$ cat config.mk
export PLATFORM = sky130hd
export DESIGN_NAME = trig_capture_ctrl
export DESIGN_NICKNAME = d
export VERILOG_FILES = /design/src/rtl/trig_cap_pkg.sv /design/src/rtl/cap_cfg_regs.sv /design/src/rtl/cap_arb.sv /design/src/rtl/cap_engine.sv /design/src/rtl/trig_capture_ctrl.sv
export SDC_FILE = /design/constraint.sdc
export NUM_CORES = 2
export LEC_CHECK = 0
export BUFFER_PORTS_ARGS = -buffer_cell sky130_fd_sc_hd__buf_2
export CORE_MARGIN = 2
export CORE_UTILIZATION = 34
export CTS_BUF_LIST = sky130_fd_sc_hd__clkbuf_16
export DETAILED_ROUTE_END_ITERATION = 10
export PLACE_DENSITY = 0.45
export RECOVER_POWER = 100
export SLEW_MARGIN = 10
export SYNTH_ARGS = -nofsm -noshare
export SYNTH_HDL_FRONTEND = slang
export SYNTH_SLANG_ARGS = --single-unit
$ cat constraint.sdc
create_clock -name clk -period 9.5 [get_ports clk]
set_input_delay 1.9 -clock clk [delete_from_list [all_inputs] [get_ports clk]]
set_output_delay 1.9 -clock clk [all_outputs]
set_load 0.05 [all_outputs]
$ cat src/rtl/trig_cap_pkg.sv
package trig_cap_pkg;
  localparam int unsigned FW = 3;

  typedef enum logic [2:0] {
    F_CTRL, F_SRC, F_LEN, F_DEC, F_RSTART, F_REND, F_TADDR, F_TREF
  } field_e;

  typedef enum logic [1:0] {CMP_EQ, CMP_NE, CMP_LT, CMP_GT} cmp_e;

  typedef enum logic [2:0] {S_IDLE, S_CHK, S_TCHK, S_DEC, S_DRD, S_DWR} st_e;

  // Control word layout, LSB first: en, circ, rev, ten, op[1:0]
  typedef struct packed {
    cmp_e op;
    logic ten;
    logic rev;
    logic circ;
    logic en;
  } ctrl_t;

  function automatic logic cmp_hit(cmp_e op, logic [31:0] a, logic [31:0] b);
    case (op)
      CMP_EQ:  return a == b;
      CMP_NE:  return a != b;
      CMP_LT:  return $signed(a) < $signed(b);
      default: return $signed(a) > $signed(b);
    endcase
  endfunction

  function automatic logic [31:0] dec_next(logic [31:0] cnt, logic [31:0] dec);
    if (dec <= 32'd1 || cnt + 32'd1 >= dec) return 32'd0;
    return cnt + 32'd1;
  endfunction

  function automatic logic [31:0] below(logic [31:0] n);
    return (32'd1 << n) - 32'd1;
  endfunction
endpackage

$ cat src/rtl/cap_cfg_regs.sv
module cap_cfg_regs
  import trig_cap_pkg::*;
#(
  parameter int unsigned NCH = 6,
  parameter int unsigned AW  = 16,
  parameter int unsigned BW  = 20,
  parameter int unsigned LW  = 8,
  parameter int unsigned DW  = 16,
  localparam int unsigned CW = $clog2(NCH)
) (
  input  logic              clk,
  input  logic              rst_n,
  input  logic              cfg_we,
  input  logic [CW+FW-1:0]  cfg_addr,
  input  logic [31:0]       cfg_wdata,
  output ctrl_t             ctrl_o   [NCH],
  output logic [AW-1:0]     src_o    [NCH],
  output logic [LW-1:0]     len_o    [NCH],
  output logic [DW-1:0]     dec_o    [NCH],
  output logic [BW-1:0]     rstart_o [NCH],
  output logic [BW-1:0]     rend_o   [NCH],
  output logic [AW-1:0]     taddr_o  [NCH],
  output logic [31:0]       tref_o   [NCH],
  output logic [NCH-1:0]    reinit_o
);
  field_e fld;
  assign fld = field_e'(cfg_addr[FW-1:0]);

  for (genvar i = 0; i < NCH; i++) begin : g_ch
    logic hit;
    assign hit = cfg_we && (cfg_addr[FW +: CW] == CW'(i));
    assign reinit_o[i] = hit && (fld == F_CTRL);

    always_ff @(posedge clk or negedge rst_n) begin
      if (!rst_n) begin
        ctrl_o[i]   <= '0;
        src_o[i]    <= '0;
        len_o[i]    <= '0;
        dec_o[i]    <= '0;
        rstart_o[i] <= '0;
        rend_o[i]   <= '0;
        taddr_o[i]  <= '0;
        tref_o[i]   <= '0;
      end else if (hit) begin
        case (fld)
          F_CTRL:   ctrl_o[i]   <= ctrl_t'(cfg_wdata[5:0]);
          F_SRC:    src_o[i]    <= cfg_wdata[AW-1:0];
          F_LEN:    len_o[i]    <= cfg_wdata[LW-1:0];
          F_DEC:    dec_o[i]    <= cfg_wdata[DW-1:0];
          F_RSTART: rstart_o[i] <= cfg_wdata[BW-1:0];
          F_REND:   rend_o[i]   <= cfg_wdata[BW-1:0];
          F_TADDR:  taddr_o[i]  <= cfg_wdata[AW-1:0];
          default:  tref_o[i]   <= cfg_wdata;
        endcase
      end
    end
  end
endmodule

$ cat src/rtl/cap_arb.sv
module cap_arb #(
  parameter int unsigned NCH = 6,
  localparam int unsigned CW = $clog2(NCH)
) (
  input  logic [NCH-1:0] pend_i,
  output logic [NCH-1:0] grant_o,
  output logic [CW-1:0]  gidx_o,
  output logic           any_o
);
  logic [NCH:0] seen;
  assign seen[0] = 1'b0;

  for (genvar i = 0; i < NCH; i++) begin : g_pri
    assign seen[i+1]  = seen[i] | pend_i[i];
    assign grant_o[i] = pend_i[i] & ~seen[i];
  end

  always_comb begin
    gidx_o = '0;
    for (int i = NCH - 1; i >= 0; i--) begin
      if (pend_i[i]) gidx_o = CW'(i);
    end
  end

  assign any_o = seen[NCH];
endmodule

$ cat src/rtl/cap_engine.sv
module cap_engine
  import trig_cap_pkg::*;
#(
  parameter int unsigned NCH = 6,
  parameter int unsigned AW  = 16,
  parameter int unsigned BW  = 20,
  parameter int unsigned LW  = 8,
  parameter int unsigned DW  = 16,
  localparam int unsigned CW = $clog2(NCH)
) (
  input  logic           clk,
  input  logic           rst_n,
  input  logic           cyc_strobe,
  input  ctrl_t          ctrl_i   [NCH],
  input  logic [AW-1:0]  src_i    [NCH],
  input  logic [LW-1:0]  len_i    [NCH],
  input  logic [DW-1:0]  dec_i    [NCH],
  input  logic [BW-1:0]  rstart_i [NCH],
  input  logic [BW-1:0]  rend_i   [NCH],
  input  logic [AW-1:0]  taddr_i  [NCH],
  input  logic [31:0]    tref_i   [NCH],
  input  logic [NCH-1:0] reinit_i,
  output logic [NCH-1:0] pend_o,
  input  logic [NCH-1:0] grant_i,
  input  logic [CW-1:0]  gidx_i,
  input  logic           any_i,
  output logic           mon_rd,
  output logic           mon_wr,
  output logic [AW-1:0]  mon_addr,
  output logic [31:0]    mon_wdata,
  input  logic [31:0]    mon_rdata,
  output logic           bulk_rd,
  output logic           bulk_wr,
  output logic [BW-1:0]  bulk_addr,
  output logic [31:0]    bulk_wdata,
  input  logic [31:0]    bulk_rdata,
  output logic           busy,
  output logic [NCH-1:0] full_o,
  output logic [NCH-1:0] wrap_o,
  output logic [NCH-1:0] trig_o
);
  st_e            state;
  logic [CW-1:0]  cur;
  logic [LW-1:0]  idx;
  logic [NCH-1:0] pend_q, full_q, wrap_q, trig_q, en_mask, clr_mask;
  logic [BW-1:0]  wp   [NCH];
  logic [DW-1:0]  dcnt [NCH];

  // Named internal events
  logic need_trig, trig_fire, take_sample, at_end, last_word;
  ctrl_t cc;

  for (genvar i = 0; i < NCH; i++) begin : g_en
    assign en_mask[i] = ctrl_i[i].en;
  end

  assign cc          = ctrl_i[cur];
  assign need_trig   = cc.ten && !trig_q[cur];
  assign trig_fire   = (state == S_TCHK) && cmp_hit(cc.op, mon_rdata, tref_i[cur]);
  assign take_sample = (state == S_DEC) && !full_q[cur] && (dcnt[cur] == '0);
  assign at_end      = (wp[cur] + BW'(1)) == rend_i[cur];
  assign last_word   = (len_i[cur] == '0) || (idx == len_i[cur] - LW'(1));
  assign clr_mask    = (state == S_IDLE) ? grant_i : '0;

  always_ff @(posedge clk or negedge rst_n) begin
    if (!rst_n) begin
      state  <= S_IDLE;
      cur    <= '0;
      idx    <= '0;
      pend_q <= '0;
      full_q <= '0;
      wrap_q <= '0;
      trig_q <= '0;
      for (int i = 0; i < NCH; i++) begin
        wp[i]   <= '0;
        dcnt[i] <= '0;
      end
    end else begin
      pend_q <= (pend_q & ~clr_mask) | (cyc_strobe ? en_mask : '0);
      for (int i = 0; i < NCH; i++) begin
        if (reinit_i[i]) begin
          wp[i]     <= rstart_i[i];
          dcnt[i]   <= '0;
          full_q[i] <= 1'b0;
          wrap_q[i] <= 1'b0;
          trig_q[i] <= 1'b0;
        end
      end
      case (state)
        S_IDLE: if (any_i) begin
          cur   <= gidx_i;
          state <= S_CHK;
        end
        S_CHK:  state <= need_trig ? S_TCHK : S_DEC;
        S_TCHK: begin
          if (trig_fire) begin
            trig_q[cur] <= 1'b1;
            state       <= S_DEC;
          end else begin
            state <= S_IDLE;
          end
        end
        S_DEC: begin
          if (!full_q[cur]) begin
            dcnt[cur] <= DW'(dec_next(32'(dcnt[cur]), 32'(dec_i[cur])));
          end
          idx   <= '0;
          state <= take_sample ? S_DRD : S_IDLE;
        end
        S_DRD:  state <= S_DWR;
        S_DWR: begin
          idx <= idx + LW'(1);
          if (at_end) begin
            if (cc.circ) begin
              wp[cur]     <= rstart_i[cur];
              wrap_q[cur] <= 1'b1;
            end else begin
              full_q[cur] <= 1'b1;
            end
          end else begin
            wp[cur] <= wp[cur] + BW'(1);
          end
          state <= (last_word || (at_end && !cc.circ)) ? S_IDLE : S_DRD;
        end
        default: state <= S_IDLE;
      endcase
    end
  end

  assign mon_rd     = ((state == S_CHK) && need_trig) || ((state == S_DRD) && !cc.rev);
  assign mon_wr     = (state == S_DWR) && cc.rev;
  assign mon_addr   = (state == S_CHK) ? taddr_i[cur] : src_i[cur] + AW'(idx);
  assign mon_wdata  = bulk_rdata;
  assign bulk_rd    = (state == S_DRD) && cc.rev;
  assign bulk_wr    = (state == S_DWR) && !cc.rev;
  assign bulk_addr  = wp[cur];
  assign bulk_wdata = mon_rdata;
  assign busy       = (state != S_IDLE) || (|pend_q);
  assign pend_o     = pend_q;
  assign full_o     = full_q;
  assign wrap_o     = wrap_q;
  assign trig_o     = trig_q;


  no_write_when_full_chk: assert property (@(posedge clk) disable iff (!rst_n)
    (bulk_wr || mon_wr) |-> !full_q[cur]);


  region_bounds_chk: assert property (@(posedge clk) disable iff (!rst_n)
    (bulk_wr || bulk_rd) |-> (bulk_addr >= rstart_i[cur] && bulk_addr < rend_i[cur]));


  ascending_grant_chk: assert property (@(posedge clk) disable iff (!rst_n)
    (state == S_IDLE && |pend_q) |=> ((32'($past(pend_q)) & below(32'(cur))) == 32'd0));

  for (genvar i = 0; i < NCH; i++) begin : g_chk

    trig_sticky_chk: assert property (@(posedge clk) disable iff (!rst_n)
      (trig_q[i] && !reinit_i[i]) |=> trig_q[i]);

    wrap_only_circ_chk: assert property (@(posedge clk) disable iff (!rst_n)
      wrap_q[i] |-> ctrl_i[i].circ);

    full_only_linear_chk: assert property (@(posedge clk) disable iff (!rst_n)
      full_q[i] |-> !ctrl_i[i].circ);
  end
endmodule

$ cat src/rtl/trig_capture_ctrl.sv
module trig_capture_ctrl
  import trig_cap_pkg::*;
#(
  parameter int unsigned NCH = 6,
  parameter int unsigned AW  = 16,
  parameter int unsigned BW  = 20,
  parameter int unsigned LW  = 8,
  parameter int unsigned DW  = 16,
  localparam int unsigned CW = $clog2(NCH)
) (
  input  logic              clk,
  input  logic              rst_n,
  input  logic              cfg_we,
  input  logic [CW+FW-1:0]  cfg_addr,
  input  logic [31:0]       cfg_wdata,
  input  logic              cyc_strobe,
  output logic              mon_rd,
  output logic              mon_wr,
  output logic [AW-1:0]     mon_addr,
  output logic [31:0]       mon_wdata,
  input  logic [31:0]       mon_rdata,
  output logic              bulk_rd,
  output logic              bulk_wr,
  output logic [BW-1:0]     bulk_addr,
  output logic [31:0]       bulk_wdata,
  input  logic [31:0]       bulk_rdata,
  output logic              busy,
  output logic [NCH-1:0]    full_flags,
  output logic [NCH-1:0]    wrap_flags,
  output logic [NCH-1:0]    trig_flags
);
  ctrl_t          ctrl   [NCH];
  logic [AW-1:0]  src    [NCH];
  logic [LW-1:0]  len    [NCH];
  logic [DW-1:0]  dec    [NCH];
  logic [BW-1:0]  rstart [NCH];
  logic [BW-1:0]  rend   [NCH];
  logic [AW-1:0]  taddr  [NCH];
  logic [31:0]    tref   [NCH];
  logic [NCH-1:0] reinit, pend, grant;
  logic [CW-1:0]  gidx;
  logic           any;

  cap_cfg_regs #(.NCH(NCH), .AW(AW), .BW(BW), .LW(LW), .DW(DW)) u_regs (
    .clk(clk), .rst_n(rst_n), .cfg_we(cfg_we), .cfg_addr(cfg_addr),
    .cfg_wdata(cfg_wdata), .ctrl_o(ctrl), .src_o(src), .len_o(len),
    .dec_o(dec), .rstart_o(rstart), .rend_o(rend), .taddr_o(taddr),
    .tref_o(tref), .reinit_o(reinit)
  );

  cap_arb #(.NCH(NCH)) u_arb (
    .pend_i(pend), .grant_o(grant), .gidx_o(gidx), .any_o(any)
  );

  cap_engine #(.NCH(NCH), .AW(AW), .BW(BW), .LW(LW), .DW(DW)) u_eng (
    .clk(clk), .rst_n(rst_n), .cyc_strobe(cyc_strobe),
    .ctrl_i(ctrl), .src_i(src), .len_i(len), .dec_i(dec),
    .rstart_i(rstart), .rend_i(rend), .taddr_i(taddr), .tref_i(tref),
    .reinit_i(reinit), .pend_o(pend), .grant_i(grant), .gidx_i(gidx),
    .any_i(any), .mon_rd(mon_rd), .mon_wr(mon_wr), .mon_addr(mon_addr),
    .mon_wdata(mon_wdata), .mon_rdata(mon_rdata), .bulk_rd(bulk_rd),
    .bulk_wr(bulk_wr), .bulk_addr(bulk_addr), .bulk_wdata(bulk_wdata),
    .bulk_rdata(bulk_rdata), .busy(busy), .full_o(full_flags),
    .wrap_o(wrap_flags), .trig_o(trig_flags)
  );
endmodule

* Yosys cells after proc, flatten, opt, wreduce, memory -nomap -nowiden
Index checks and enable logic that the tools add are counted.
Word-level totals: bits in registers 1058, input port bits 106, output and inout port bits 123, word-level logic and storage cells 352
Cells by class: $add $sub $neg 5, $lt $le $gt $ge 8, eq/ne operators 23, multiplexer cells 110, bitwise operators 23, reduce and logical (&&, ||, !) cells 92
Operators by type and width (number):
- 120-bit 2-to-1 mux | 3
- 16-bit 2-to-1 mux | 20
- 20-bit 2-to-1 mux | 13
- 120-bit bitwise mux | 2
- 16-bit binary-select mux with 3-bit select | 4
- 96-bit 2-to-1 mux | 2
- 20-bit binary-select mux with 3-bit select | 3
- 2-bit AND reduction | 49
- 32-bit binary-select mux with 3-bit select | 1
- 96-bit bitwise mux | 1
- 6-bit 2-to-1 mux | 12
- 32-bit 2-to-1 mux | 2
- 20-bit demux with 3-bit select | 1
- 16-bit demux with 3-bit select | 1
- 32-bit == test | 1
- 32-bit greater-than comparator | 1
- 32-bit < comparator | 1
- 32-bit != test | 1
- 3-bit 2-to-1 mux | 9
- 1-bit 2-to-1 mux | 25
- 8-bit binary-select mux with 3-bit select | 1
- 1-bit logical AND | 24
- 6-bit OR | 4
- 3-bit == test, second input constant | 7
- other kinds (42) | 73

* Longest topological paths before layout
depth after elaboration 16, mapped depth 30

* Cells and area by module
From an unflattened synthesis, not the netlist that was laid out.
Second synthesis, totals: cells, all modules 4915, area total of the unflattened synthesis 55761.0 um2
Modules (own cells, without submodules):
- cap_cfg_regs | times used 1, cells each 1818, area each 30420.4 um2, sequential area each 20119.3 um2
- cap_engine | times used 1, cells each 3080, area each 25233.0 um2, sequential area each 6356.1 um2
- cap_arb | times used 1, cells each 17, area each 107.6 um2, sequential area each 0.0 um2

* Least setup slack after synthesis
OpenSTA, ideal clock, no wires.
kind reg2out, start reg u_eng.cur[2], end out mon_addr[12], arrival time 5890 ps, required time 7600 ps, slack 1710 ps, cell stages (with the launch flop) 28, path buffers 14, path through dfrtp_1 -> buf_6 -> buf_6 -> buf_6 -> buf_6 -> buf_4 -> buf_4 -> buf_4 -> buf_6 -> buf_4 -> buf_2 -> buf_4 -> buf_2 -> buf_4 -> buf_4 -> mux2_2 -> a221oi_1 -> a21oi_1 -> ha_1 -> o21ai_0 -> a21boi_0 -> o21ai_0 -> nand2b_1 -> a21o_1 -> a21oi_1 -> nor3_1 -> xor2_1 -> o21ai_0
On the way: longest elaborated chain between the ends 6
RTL lines:
- start: declaration | line cap_engine.sv:43 | logic [CW-1:0] cur;
- start signal: assignment | line cap_engine.sv:91 | cur <= gidx_i;
- 3-bit inverter with 4-bit output (implied by the code) (*) | line cap_engine.sv:132 | assign mon_addr = (state == S_CHK) ? taddr_i[cur] : src_i[cur] + AW'(idx);
- 16-bit binary-select mux with 3-bit select | line cap_engine.sv:132
- 16-bit 2-to-1 mux (implied by the code) (2 in a row) | line cap_engine.sv:132
- 16-bit by 8-bit adder with 16-bit output | line cap_engine.sv:132
- 16-bit 2-to-1 mux (*) | line cap_engine.sv:132
- end: declaration | line trig_capture_ctrl.sv:19 | output logic [AW-1:0] mon_addr,
Every way passes the cells marked *; elsewhere a longest branch is shown, timed or not. The select of a mux whose other input is x is not followed.

* Worst setup path in the final report
start reg u_eng.cur[1], end out mon_addr[8]
The elaborated chain is that of the path after synthesis.

==> results.json <==
{
  "criticalPathCategory": "reg2out",
  "worst_pin_slew_ns": 4.25,
  "setup_repair_after_global_routing_missed_its_margin": "no",
  "worst_skew_pair.late_latency_ns": 0.76,
  "portBuffers": 164,
  "yosys.area.top_type": "sky130_fd_sc_hd__dfrtp_1",
  "io_pins": 229,
  "synthDistinctLibCells": 88,
  "r2r_cells": 18,
  "post-synth-top-count-cell": "sky130_fd_sc_hd__dfrtp_1",
  "max_cap_viols": 42,
  "crit_path_cell_trace": "nand2b_1 -> clkbuf_1 -> o22ai_1 -> a221o_1 -> ha_1 -> a21o_1 -> a21oi_1 -> xnor2_1 -> o21ai_0 -> clkbuf_1",
  "synth_seq_cells": 1058,
  "min_period_ns": 8.46,
  "timing.rr.start": "u_eng.cur[1]$_DFFE_PN0P_",
  "number_of_fillers_in_the_final_layout": 16100,
  "synth_largest_type_area_fraction_pct": 47.3,
  "groute.usage.overall_pct": 24.6,
  "die_span_in_y_um": 410,
  "route.detailed.vias_per_inst": 5.76,
  "cp_data_required_time_ns": 7.60,
  "syn_nets": 5237,
  "final_setup_fails": 0,
  "r2r_end": "u_eng.dcnt[17]$_DFF_PN0_",
  "register_cell_area_after_layout_mm2": 0.0265,
  "grt_antenna_before_repair": 8,
  "place.detailed.hpwl_um": 129000,
  "synth.yosys.warnings": 0,
  "fmaxAchievable_mhz": 118,
  "post_synth_inst_count": 5068,
  "slew_limit_fails": 1284,
  "start_kind": "flip-flop",
  "final.period_utilization_pct": 89.1,
  "die-width_um": 410,
  "worst_slew_margin_rel_pct": -183,
  "worst_ir_drop_vdd_v": 0.000208,
  "drt_pre_antenna_iters": 7,
  "min_to": "u_eng.pend_o[1]$_DFF_PN0_",
  "gr-total-overflow": 0,
  "design.core.area_mm2": 0.163,
  "floorplan.die_area_mm2": 0.168,
  "grt_start_max_net_pins": 168,
  "synth.top_cells.by_area": "sky130_fd_sc_hd__dfrtp_1 47%, sky130_fd_sc_hd__mux2_2 18%, sky130_fd_sc_hd__mux2i_1 4.4%",
  "synth_enable_flop_cells": 0,
  "clk_pin_slew_worst_paths_ns": 0.06,
  "power.density_cell_area_mw_per_mm2": 271,
  "ys_dominant_reg_cell": "sky130_fd_sc_hd__dfrtp_1",
  "cts_max_path_buffers": 3,
  "finalCoreUtilization_pct": 37.9,
  "drive_gt1_share_pct": 26.4,
  "hold_violations": 0,
  "crit_path_max_fanout": 46,
  "ctsHtreeMaxLevel": 3,
  "multiInputGateArea_mm2": 0.0271,
  "min_from": "u_regs.ctrl_o[24]$_DFFE_PN0P_",
  "clockRootBuffer": "sky130_fd_sc_hd__clkbuf_16",
  "drt_iter0_markers": 3673,
  "violations_in_the_final_reports": "max-capacitance violations, max-slew violations",
  "critical_path_arrival_ns": 6.56,
  "cts.repair.resized": 0,
  "nets": 5170,
  "syn_avg_cell_area_um2": 11.1,
  "detail_route.wirelength_um": 210000,
  "first_pass_grt_wire_length_um": 306000,
  "area_growth_pct": 10.3,
  "cts_buffers": 121,
  "hold_buffers": 0,
  "status": "finished with violations",
  "post_drt_wl_per_cell_um": 28.9,
  "tns_ns": 0,
  "finalClockSkew_ns": 0.0525,
  "crit_path_top_delay_cell": "sky130_fd_sc_hd__clkbuf_1",
  "ys_seq_area_share_pct": 47.3,
  "worst_hold_path.num_cells": 2,
  "synth_common_cells": "1058 x sky130_fd_sc_hd__dfrtp_1, 919 x sky130_fd_sc_hd__mux2_2, 390 x sky130_fd_sc_hd__nand2_1",
  "route.antenna.remaining_nets": 0,
  "postCtsSetupRepairBufs": 0,
  "cp-startpoint": "u_eng.cur[1]$_DFFE_PN0P_",
  "vias_in_the_first_global_route": 41600,
  "leakagePower_nw": 28.4,
  "rows": 148,
  "crit_top_cell": "sky130_fd_sc_hd__clkbuf_1",
  "tritoncts": "done",
  "vias_after_detailed_routing": 41900,
  "remaining_drc_errors": 0,
  "clkSinkCount": 1058,
  "syn_area_mm2": 0.0560,
  "setup.reg_to_reg.worst_slack_ns": 1.35,
  "synthArstFlopShare_pct": 100,
  "worst_min_delay_path_category": "reg2reg",
  "worstSetupEndpointType": "primary output",
  "worst_path_largest_cell_delay_ns": 1.46,
  "starting_density_of_the_core_pct": 34.3,
  "place.gp.congestion": 0.892
}
[routing by layer]
| metal | GRT usage [%] | wire length (um) | vias to the layer above |
|---|---|---|---|
| met3 | 3.73 | 12300 | 269 |
| met5 | 0 | 44 | - |
| met2 | 39.2 | 96500 | 1344 |
| li1 | - | - | 18300 |
| met1 | 34.7 | 96300 | 22000 |
| met4 | 6.43 | 5200 | 6 |
[power by group]
group / leakage [nW] / switching, mW / total, mW / internal (mW)
Clock: 1.90 / 1.99 / 4.49 / 2.49
Sequential: 14.0 / 0.528 / 5.76 / 5.24
Combinational: 12.5 / 4.42 / 6.52 / 2.10
Total: 28.4 / 6.94 / 16.8 / 9.83
[how the worst max path moves through the flow]
stage | slack (ns) | endpoint | cells after the start
floorplan | 1.71 | mon_addr[12] | 27
global placement | 2.80 | mon_addr[14] | 15
detailed placement | 2.71 | mon_addr[12] | 15
CTS | 1.86 | mon_addr[12] | 15
global route | 0.83 | mon_addr[8] | 14
finish | 1.04 | mon_addr[8] | 10
[registers in the layout, summed over array words and instances (netlist names), 8 cells and up]
signal,cells
u_eng.idx,8
u_regs.tref_o,192
u_regs.src_o,96
u_regs.taddr_o,96
u_regs.ctrl_o,36
u_regs.dec_o,96
u_eng.wp,120
u_regs.len_o,48
u_eng.dcnt,96
u_regs.rstart_o,120
u_regs.rend_o,120
[cells in the final DEF, fill, tap and decap left out, types with 19 or more instances in the layout]
master,count
sky130_fd_sc_hd__a211oi_1,26
sky130_fd_sc_hd__a21o_1,19
sky130_fd_sc_hd__a21oi_1,182
sky130_fd_sc_hd__a221o_1,23
sky130_fd_sc_hd__a221oi_1,58
sky130_fd_sc_hd__a22o_1,74
sky130_fd_sc_hd__a22oi_1,147
sky130_fd_sc_hd__and2_1,20
sky130_fd_sc_hd__and3_1,70
sky130_fd_sc_hd__buf_2,93
sky130_fd_sc_hd__buf_4,74
sky130_fd_sc_hd__clkbuf_1,115
sky130_fd_sc_hd__clkbuf_16,122
sky130_fd_sc_hd__clkinv_1,38
sky130_fd_sc_hd__clkinv_2,19
sky130_fd_sc_hd__dfrtp_1,1055
sky130_fd_sc_hd__ha_1,62
sky130_fd_sc_hd__inv_1,58
sky130_fd_sc_hd__mux2_2,918
sky130_fd_sc_hd__mux2i_1,245
sky130_fd_sc_hd__mux4_2,20
sky130_fd_sc_hd__nand2_1,385
sky130_fd_sc_hd__nand3_1,79
sky130_fd_sc_hd__nand4_1,27
sky130_fd_sc_hd__nor2_1,331
sky130_fd_sc_hd__nor3_1,163
sky130_fd_sc_hd__nor3b_1,39
sky130_fd_sc_hd__o21ai_0,171
sky130_fd_sc_hd__o22ai_1,40
sky130_fd_sc_hd__o32ai_1,34
sky130_fd_sc_hd__or3_1,34
sky130_fd_sc_hd__xnor2_1,45
[stage by stage]
step                cells  cell area [um2]  hold slack [ns]  total power [mW]  setup WS (ns)
global route         7268            61800            0.505              17.6          0.831
global placement     7053            58400            0.458              12.3           2.80
floorplan            5068            56000            0.435              9.94           1.71
detailed placement   7053            58400            0.463              12.3           2.71
CTS                  7268            62100            0.468              16.9           1.86
finish               7272            61800            0.463              16.8           1.04
[final cells by class]
type	count	area share (%)
diodes	4	0.0162
clock buffers	122	4.94
clock inverters	93	1.03
inverters	37	0.225
multi-input cells	3492	43.9
flip-flops and latches	1058	42.9
well taps	2175	4.41
repair buffers	291	2.57
[worst max-delay path: cells and delay by family (launching register included)]
family,cells,cell delay [ns]
fa+ha+maj,1,0.33
flops,1,0.95
buf+inv,2,1.95
xor+xnor,1,0.15
compound gates,5,1.37
simple gates,1,0.97
[cell families (layout without fill, tap and decap cells)]
group                    after synthesis  count (layout)  synth area share, %
AO/OA/AOI/OAI                        901             901                 11.3
XOR/XNOR                              65              65                 1.07
adder cells (fa/ha/maj)               63              63                 1.42
buffers and inverters                518             543                 4.49
flip-flops                          1058            1058                 47.3
multiplexers                        1184            1184                 23.7
other                                  0               4                    0
AND/OR/NAND/NOR                     1279            1279                 10.9
(Power assumes the default switching activity.)
